--- config.mk ---
export PLATFORM = sky130hd
export DESIGN_NAME = lane_mask_collector
export DESIGN_NICKNAME = d
export VERILOG_FILES = /design/src/rtl/lmc_pkg.sv /design/src/rtl/lmc_match.sv /design/src/rtl/lmc_pick.sv /design/src/rtl/lmc_slot.sv /design/src/rtl/lane_mask_collector.sv
export SDC_FILE = /design/constraint.sdc
export NUM_CORES = 1
export LEC_CHECK = 0
export BUFFER_PORTS_ARGS = -buffer_cell sky130_fd_sc_hd__buf_2
export CAP_MARGIN = 20
export CELL_PAD_IN_SITES_DETAIL_PLACEMENT = 2
export CELL_PAD_IN_SITES_GLOBAL_PLACEMENT = 2
export CORE_MARGIN = 3
export CORE_UTILIZATION = 35
export CTS_BUF_LIST = sky130_fd_sc_hd__clkbuf_8
export DETAILED_ROUTE_END_ITERATION = 10
export PLACE_DENSITY = 0.84
export SYNTH_ARGS = -nofsm -noshare
export SYNTH_HDL_FRONTEND = slang
export SYNTH_SLANG_ARGS = --single-unit
--- constraint.sdc ---
create_clock -name clk -period 2.2 [get_ports clk]
set_input_delay 0.22 -clock clk [delete_from_list [all_inputs] [get_ports clk]]
set_output_delay 0.22 -clock clk [all_outputs]
set_load 0.01 [all_outputs]
--- src/rtl/lmc_pkg.sv ---
package lmc_pkg;

    // What a single accepted strobe does to the slot bank
    typedef enum logic [1:0] {
        LMC_IDLE  = 2'd0,
        LMC_HIT   = 2'd1,
        LMC_ALLOC = 2'd2,
        LMC_DROP  = 2'd3
    } lmc_act_e;

    function automatic lmc_act_e lmc_decide(input logic accept,
                                            input logic any_hit,
                                            input logic any_free);
        if (!accept)        return LMC_IDLE;
        else if (any_hit)   return LMC_HIT;
        else if (any_free)  return LMC_ALLOC;
        else                return LMC_DROP;
    endfunction

endpackage

--- src/rtl/lmc_match.sv ---
module lmc_match #(
    parameter int SLOTS = 2,
    parameter int IW    = 7
) (
    input  logic [SLOTS-1:0]    slot_vld,
    input  logic [SLOTS*IW-1:0] slot_idx,
    input  logic [IW-1:0]       tgt,
    output logic [SLOTS-1:0]    hit
);
    for (genvar k = 0; k < SLOTS; k++) begin : g_cmp
        assign hit[k] = slot_vld[k] && (slot_idx[k*IW +: IW] == tgt);
    end
endmodule

--- src/rtl/lmc_pick.sv ---
module lmc_pick #(
    parameter int N = 2
) (
    input  logic [N-1:0] req,
    output logic [N-1:0] grant,
    output logic         any
);
    always_comb begin
        logic found;
        found = 1'b0;
        grant = '0;
        for (int k = 0; k < N; k++) begin
            if (req[k] && !found) begin
                grant[k] = 1'b1;
                found    = 1'b1;
            end
        end
        any = found;
    end
endmodule

--- src/rtl/lmc_slot.sv ---
module lmc_slot #(
    parameter int LANES = 32,
    parameter int IW    = 7
) (
    input  logic             clk,
    input  logic             rst,
    input  logic             clear,
    input  logic             alloc_en,
    input  logic             hit_en,
    input  logic [LANES-1:0] lane_oh,
    input  logic             lane_bit,
    input  logic [IW-1:0]    tgt,
    output logic             vld,
    output logic [IW-1:0]    idx,
    output logic [LANES-1:0] mask,
    output logic             nxt_vld,
    output logic [IW-1:0]    nxt_idx,
    output logic [LANES-1:0] nxt_mask
);
    always_comb begin
        nxt_vld  = vld;
        nxt_idx  = idx;
        nxt_mask = mask;
        if (alloc_en) begin
            nxt_vld  = 1'b1;
            nxt_idx  = tgt;
            nxt_mask = lane_bit ? lane_oh : '0;
        end else if (hit_en && lane_bit) begin
            nxt_mask = mask | lane_oh;
        end
    end

    always_ff @(posedge clk) begin
        if (rst || clear) begin
            vld  <= 1'b0;
            idx  <= '0;
            mask <= '0;
        end else begin
            vld  <= nxt_vld;
            idx  <= nxt_idx;
            mask <= nxt_mask;
        end
    end
endmodule

--- src/rtl/lane_mask_collector.sv ---
module lane_mask_collector
    import lmc_pkg::*;
#(
    parameter int LANES = 32,
    parameter int IW    = 7,
    parameter int SLOTS = 2,
    localparam int LW   = $clog2(LANES)
) (
    input  logic                   clk,
    input  logic                   rst,
    input  logic [LANES-1:0]       exec_mask,
    input  logic                   lane_vld,
    input  logic [LW-1:0]          lane_idx,
    input  logic                   lane_bit,
    input  logic [IW-1:0]          lane_tgt,
    input  logic                   instr_end,
    output logic [SLOTS-1:0]       commit_vld,
    output logic [SLOTS*IW-1:0]    commit_idx,
    output logic [SLOTS*LANES-1:0] commit_mask,
    output logic                   done
);
    logic [SLOTS-1:0]       slot_vld;
    logic [SLOTS*IW-1:0]    slot_idx;
    logic [SLOTS*LANES-1:0] slot_mask;
    logic [SLOTS-1:0]       nxt_vld;
    logic [SLOTS*IW-1:0]    nxt_idx;
    logic [SLOTS*LANES-1:0] nxt_mask;
    logic [SLOTS-1:0]       hit, grant, alloc_en, hit_en;
    logic                   any_free, accept;
    logic [LANES-1:0]       lane_oh;
    lmc_act_e               act;

    assign accept  = lane_vld && exec_mask[lane_idx];
    assign lane_oh = LANES'(1) << lane_idx;

    lmc_match #(.SLOTS(SLOTS), .IW(IW)) u_match (
        .slot_vld (slot_vld),
        .slot_idx (slot_idx),
        .tgt      (lane_tgt),
        .hit      (hit)
    );

    lmc_pick #(.N(SLOTS)) u_pick (
        .req   (~slot_vld),
        .grant (grant),
        .any   (any_free)
    );

    assign act      = lmc_decide(accept, |hit, any_free);
    assign alloc_en = (act == LMC_ALLOC) ? grant : '0;
    assign hit_en   = (act == LMC_HIT)   ? hit   : '0;

    for (genvar k = 0; k < SLOTS; k++) begin : g_slot
        lmc_slot #(.LANES(LANES), .IW(IW)) u_slot (
            .clk      (clk),
            .rst      (rst),
            .clear    (instr_end),
            .alloc_en (alloc_en[k]),
            .hit_en   (hit_en[k]),
            .lane_oh  (lane_oh),
            .lane_bit (lane_bit),
            .tgt      (lane_tgt),
            .vld      (slot_vld[k]),
            .idx      (slot_idx[k*IW +: IW]),
            .mask     (slot_mask[k*LANES +: LANES]),
            .nxt_vld  (nxt_vld[k]),
            .nxt_idx  (nxt_idx[k*IW +: IW]),
            .nxt_mask (nxt_mask[k*LANES +: LANES])
        );
    end

    always_ff @(posedge clk) begin
        if (rst) begin
            commit_vld  <= '0;
            commit_idx  <= '0;
            commit_mask <= '0;
            done        <= 1'b0;
        end else begin
            done <= instr_end;
            if (instr_end) begin
                commit_vld  <= nxt_vld;
                commit_idx  <= nxt_idx;
                commit_mask <= nxt_mask;
            end else begin
                commit_vld  <= '0;
                commit_idx  <= '0;
                commit_mask <= '0;
            end
        end
    end
endmodule

==> results.txt, run 1 <==
DRC viols - 0
syn_area_per_cell - 9.73 um^2
Rows - 48
WL final - 21.1 mm
IO buf count - 129
gr ovfl total - 0
largest net degree at the start of global routing - 66
post-detail-place hpwl - 14.4 mm
VDD IR max - 0.406 mV
die area - 19800 um^2
TritonCTS buffer count - 17
Startpoint Class - flop
RePlAce Congestion - 0.800
CTS tree - done
Initial Utilization - 36.2%
fmax - 0.499 GHz
Mapped Cells - 653
Multi-input gate area - 2860 um^2
pwr dens - 747 nW/um^2
mapped cell area - 6350 um^2
CP arrival - 2.40 ns
Max Cap Viol - 0
DR vias - 5574
area growth from synthesis to layout - 22.9%
die width - 141 um
Crit Path Category - reg2reg
number of iterations in the first detailed-routing pass - 5
min-delay src - lane_tgt[0]
clk buf depth - 2
Required @ worst endpoint - 2.59 ns
H-tree Lvls - 4
Fin. Hold Viols - 0
Clock Latency Late Sink - 0.46 ns
Die Ht - 141 um
Sink Count - 161
Via density - 5.51
Layout Utilization - 44.5%
Final nets - 821
hold crit path type - in2reg
commonest cells after routing, fill and taps aside - dfxtp_1 (161), nand2_1 (144), buf_2 (129)
final cell count without fillers - 1012
slew margin rel. - 69.0%
final slew viol count - 0
RSZ-0062 raised after global routing - no
wire per inst - 20.9 um
# placed instances - 978
Synth warnings - 0
Sum Neg Setup Slack - 0 ns
all-layer global routing usage - 21.4%
post-route ant nets - 0
vias in the first global route - 6193
CP max FO - 32
status - finished, final reports clean
register area - 3220 um^2
worst setup path startpoint - g_slot[0].u_slot.idx[5]
Netlist cell types - 35
# IOs - 130
Worst-path clk slew - 0.09 ns
final setup skew - 0.00992 ns
Worst R2R Start - g_slot[0].u_slot.idx[5]
hold buffer count at cts - 0
Post-Syn Nets - 702
Worst Tran Pin Value - 0.464 ns
global-route wire length before repair - 34.1 mm
initial antenna violation count - 2
post-layout min period - 2.01 ns
1st-iter DRT viols - 290
final worst path period share - 91.1%
share of layout cells above drive strength 1 - 28.4%
most common cell after layout, fill and taps aside - dfxtp_1
# fillers - 1860
Seq cells post-synth - 161
Setup Viol. Count Final - 0
sequential element share of the synthesized area - 50.7%
Critical Path Sink Type - flop
Core ar. - 17500 um^2
Root Driver - clkbuf_8
Leak - 3.10 nW
-- path summary, 6_finish.rpt --
kind | to | slack [ns] | cells past startpoint
setup / recovery | g_slot[0].u_slot.mask[13] | 0.19 | 7
hold / removal | g_slot[0].u_slot.idx[0] | 0.08 | 3
setup reg to reg | g_slot[0].u_slot.mask[13] | 0.19 | 7
hold reg to reg | g_slot[1].u_slot.mask[5] | 0.48 | 2
-- through the flow --
stage / power, mW / setup WS (ns) / instance area, um^2 / hold slack, ns
4_1_cts: 5.89 / 0.0619 / 7790 / 0.0485
2_1_floorplan: 3.28 / 0.324 / 6350 / 0.382
3_3_place_gp: 3.45 / 0.0935 / 7350 / 0.453
6_report: 5.84 / 0.195 / 7810 / 0.0779
5_1_grt: 6.06 / 0.0340 / 7810 / 0.0692
3_5_place_dp: 3.47 / -0.120 / 7350 / 0.471
-- repair_timing --
action,4_1_cts,5_1_grt
endpoints found under the setup margin,0,64
buffers inserted,0,0
resized for setup,0,2
-- power breakdown --
part	leakage, nW	total (mW)	switching, mW	internal (mW)
combinational	1.58	0.476	0.313	0.163
clock	0.220	2.43	1.18	1.25
sequential	1.30	2.93	0.00776	2.92
-- cell usage after synthesis --
cell       instances  area [um^2]
nand2_1          144          541
dfxtp_1          161         3220
nor2b_1            6         37.5
xor2_1            10         87.6
a22oi_1            4         30.0
nor4_1             3         18.8
mux4_2             1         22.5
o22ai_1           44          275
o21ai_0            1         5.00
nor3_1             8         40.0
nand2b_1           7         43.8
buf_6              8         90.1
a21oi_1            8         40.0
o2111ai_2          2         30.0
o22ai_2           20          250
buf_2             16         80.1
a32o_1            62          621
and2_1             3         18.8
o2111ai_1          2         17.5
o41ai_1            1         8.76
o211ai_1           1         7.51
a211oi_1           1         7.51
nand3_1           11         55.1
or2_2              1         6.26
inv_1              3         11.3
a22o_1             2         17.5
buf_4              1         7.51
xnor2_1            4         35.0
nand2_2            2         12.5
buf_1              2         7.51
o2111a_1           1         11.3
nor2_1            37          139
mux2i_1           42          420
nand4_1            3         18.8
clkbuf_1          31          116
-- flip-flops by register name, summed over array words and instances, names as in the netlist --
signal              flops
done                    1
commit_mask            64
g_slot.u_slot.mask     64
commit_idx             14
g_slot.u_slot.vld       2
commit_vld              2
g_slot.u_slot.idx      14
-- cell families (layout without fill, tap and decap cells) --
family / count (synthesis) / in the layout / synth area share, %
simple gates: 225 / 225 / 14.7
flops: 161 / 161 / 50.7
other cells: 0 / 2 / 0
mux: 43 / 43 / 6.97
buf+inv: 61 / 193 / 4.92
compound gates: 149 / 149 / 20.8
xor+xnor: 14 / 14 / 1.93
-- final cells by class --
type	count	area share, %
flip-flops and latches	161	41.3
multi-input cells	431	36.6
repair buffers	158	12.7
well taps	225	3.60
clock buffers	17	3.00
clock inverters	15	2.66
inverters	3	0.144
diodes	2	0.0641
-- routing by layer --
metal	wire, um	GRT usage, %	up-vias
li1	-	-	2601
met1	9270	26.9	2815
met2	10700	36.5	128
met3	790	4.38	30
met4	350	7.65	0
met5	0	0	-
-- critical path, stage by stage (launching register included) --
cell       delay (ns)
dfxtp_1          0.35
xnor2_1          0.22
nand4_1          0.19
o41ai_2          0.31
o2111ai_2        0.23
a21oi_2          0.23
buf_12           0.23
a32o_1           0.18
Note: power is estimated with default switching activity, not from simulation.
==> inputs of run 2 (changes only) <==
CELL_PAD_IN_SITES_DETAIL_PLACEMENT = default   (was 2)
CELL_PAD_IN_SITES_GLOBAL_PLACEMENT = default   (was 2)
CORE_UTILIZATION = 48   (was 35)
PLACE_DENSITY = 0.73   (was 0.84)
==> results.txt, run 2 (same netlist as run 1, synthesis figures left out) <==
status - finished, final reports clean (unchanged)
slew margin rel. - 63.9% (was 69.0%)
CP max stage delay - 0.34 ns (was 0.35 ns)
CTS tree - done (unchanged)
Root Driver - clkbuf_8 (unchanged)
worst setup path startpoint - g_slot[0].u_slot.idx[3] (was g_slot[0].u_slot.idx[5])
DRC viols - 0 (unchanged)
global-route wire length before repair - 25.6 mm (was 34.1 mm)
die width - 121 um (was 141 um)
sequence of cells on the critical path - xnor2_1 -> nand4_1 -> o41ai_2 -> o2111ai_1 -> a21oi_2 -> buf_12 -> a32o_1 (was xnor2_1 -> nand4_1 -> o41ai_2 -> o2111ai_2 -> a21oi_2 -> buf_12 -> a32o_1)
vias in the first global route - 5263 (was 6193)
Core ar. - 12800 um^2 (was 17500 um^2)
IO buf count - 129 (unchanged)
number of iterations in the first detailed-routing pass - 5 (unchanged)
Multi-input gate area - 2850 um^2 (was 2860 um^2)
post-route ant nets - 0 (unchanged)
initial antenna violation count - 1 (was 2)
post-placement cell area - 7200 um^2 (was 7350 um^2)
final worst path period share - 91.0% (was 91.1%)
Leak - 3.05 nW (was 3.10 nW)
RSZ-0062 raised after global routing - no (unchanged)
Worst R2R Start - g_slot[0].u_slot.idx[3] (was g_slot[0].u_slot.idx[5])
FF-to-FF End - commit_mask[13] (was g_slot[0].u_slot.mask[13])
Fin. Hold Viols - 0 (unchanged)
post-layout min period - 2.00 ns (was 2.01 ns)
Setup Viol. Count Final - 0 (unchanged)
Required @ worst endpoint - 2.58 ns (was 2.59 ns)
WL final - 16.0 mm (was 21.1 mm)
# placed instances - 921 (was 978)
die area - 14700 um^2 (was 19800 um^2)
Sum Neg Setup Slack - 0 ns (unchanged)
Sink Count - 161 (unchanged)
1st-iter DRT viols - 472 (was 290)
post-detail-place hpwl - 10.9 mm (was 14.4 mm)
Worst-path clk slew - 0.09 ns (about the same)
Critical Path Sink Type - flop (unchanged)
Max Cap Viol - 0 (unchanged)
register area - 3220 um^2 (unchanged)
# IOs - 130 (unchanged)
clk buf depth - 2 (unchanged)
H-tree Lvls - 4 (unchanged)
slowest library cell on the worst path - dfxtp_1 (unchanged)
gr ovfl total - 0 (unchanged)
final setup skew - 0.0152 ns (was 0.00992 ns)
Crit Path Category - reg2reg (unchanged)
area growth from synthesis to layout - 20.3% (was 22.9%)
Regs by FF count - commit_mask (64), g_slot.u_slot.mask (64) (unchanged)
Clock Latency Late Sink - 0.45 ns (was 0.46 ns)
hold buffer count at cts - 0 (unchanged)
Startpoint Class - flop (unchanged)
hold crit path type - in2reg (unchanged)
Levels on crit path - 7 (unchanged)
Worst Tran Pin Value - 0.540 ns (was 0.464 ns)
Finished Cell Area - 7640 um^2 (was 7810 um^2)
final cell count without fillers - 954 (was 1012)
Die Ht - 121 um (was 141 um)
Layout Utilization - 59.8% (was 44.5%)
R2R depth - 7 (unchanged)
pwr dens - 739 nW/um^2 (was 747 nW/um^2)
Critical path buffers and inverters - 1 (unchanged)
CP endpoint - commit_mask[13] (was g_slot[0].u_slot.mask[13])
Via density - 5.67 (was 5.51)
Reg2Reg Setup Slack - 0.20 ns (was 0.19 ns)
RePlAce Congestion - 0.832 (was 0.800)
largest net degree at the start of global routing - 82 (was 66)
CP arrival - 2.38 ns (was 2.40 ns)
commonest cells after routing, fill and taps aside - dfxtp_1 (161), nand2_1 (144), buf_2 (129) (unchanged)
wire per inst - 16.7 um (was 20.9 um)
TritonCTS buffer count - 17 (unchanged)
# fillers - 1098 (was 1860)
most common cell after layout, fill and taps aside - dfxtp_1 (unchanged)
Rows - 41 (was 48)
CP max FO - 32 (unchanged)
DR vias - 5409 (was 5574)
Final nets - 817 (was 821)
share of layout cells above drive strength 1 - 27.8% (was 28.4%)
fmax - 0.499 GHz (about the same)
CP delay by family, top - compound AO/OA/AOI/OAI gates (unchanged)
Initial Utilization - 49.7% (was 36.2%)
final slew viol count - 0 (unchanged)
VDD IR max - 0.537 mV (was 0.406 mV)
all-layer global routing usage - 21.9% (was 21.4%)
==> run 2: cell type report <==
type,instances,share of cell area (%)
tap,172,2.82
sequential,161,42.2
inverter,3,0.147
multi-input combinational,431,37.3
clock inverter,12,2.03
antenna,1,0.0327
timing repair buffer,154,11.9
clock buffer,20,3.60
==> run 2: how the worst min path moves through the flow <==
stage / from / endpoint / slack [ns] / cells after the start
final: lane_tgt[4] / commit_idx[4] / 0.07 / 3
after CTS: lane_tgt[4] / commit_idx[4] / 0.05 / 3
after global routing: lane_tgt[4] / commit_idx[11] / 0.05 / 3
after global placement: g_slot[1].u_slot.mask[11] / commit_mask[43] / 0.45 / 2
after floorplan: lane_tgt[0] / commit_idx[0] / 0.38 / 2
after detailed placement: g_slot[1].u_slot.mask[14] / g_slot[1].u_slot.mask[14] / 0.46 / 2
==> run 2: metrics by stage <==
stage | hold WS [ns] | power (mW) | worst slack [ns]
global placement | 0.454 | 3.41 | 0.0695
finish | 0.0705 | 5.65 | 0.198
detailed placement | 0.458 | 3.43 | 0.0131
CTS | 0.0511 | 5.68 | 0.0907
floorplan | 0.382 | 3.28 | 0.324
global route | 0.0525 | 5.85 | 0.124
==> run 2: where the power goes <==
group          switching, mW  leakage (nW)  internal, mW
Clock                   1.07         0.209          1.22
Sequential           0.00766          1.30          2.92
Combinational          0.286          1.54         0.149
Total                   1.36          3.05          4.29
==> run 2: routing by layer <==
layer  vias up  wire, um  GRT usage (%)
met1      2585      6800           27.8
met3        19      1120           5.36
li1       2598         -              -
met2       207      7800           36.1
met5         -         0              0
met4         0       227           7.93
==> run 2: tightest hold or removal path, delay by kind of cell <==
| kind | cells | cell delay [ns] |
|---|---|---|
| and+or+nand+nor | 1 | 0.07 |
| buffers and inverters | 1 | 0.13 |
| muxes | 1 | 0.06 |
==> run 2: what timing repair did <==
action | CTS | global route
gates resized for setup | 0 | 1
endpoints found under the setup margin | 0 | 3
buffers inserted | 0 | 0
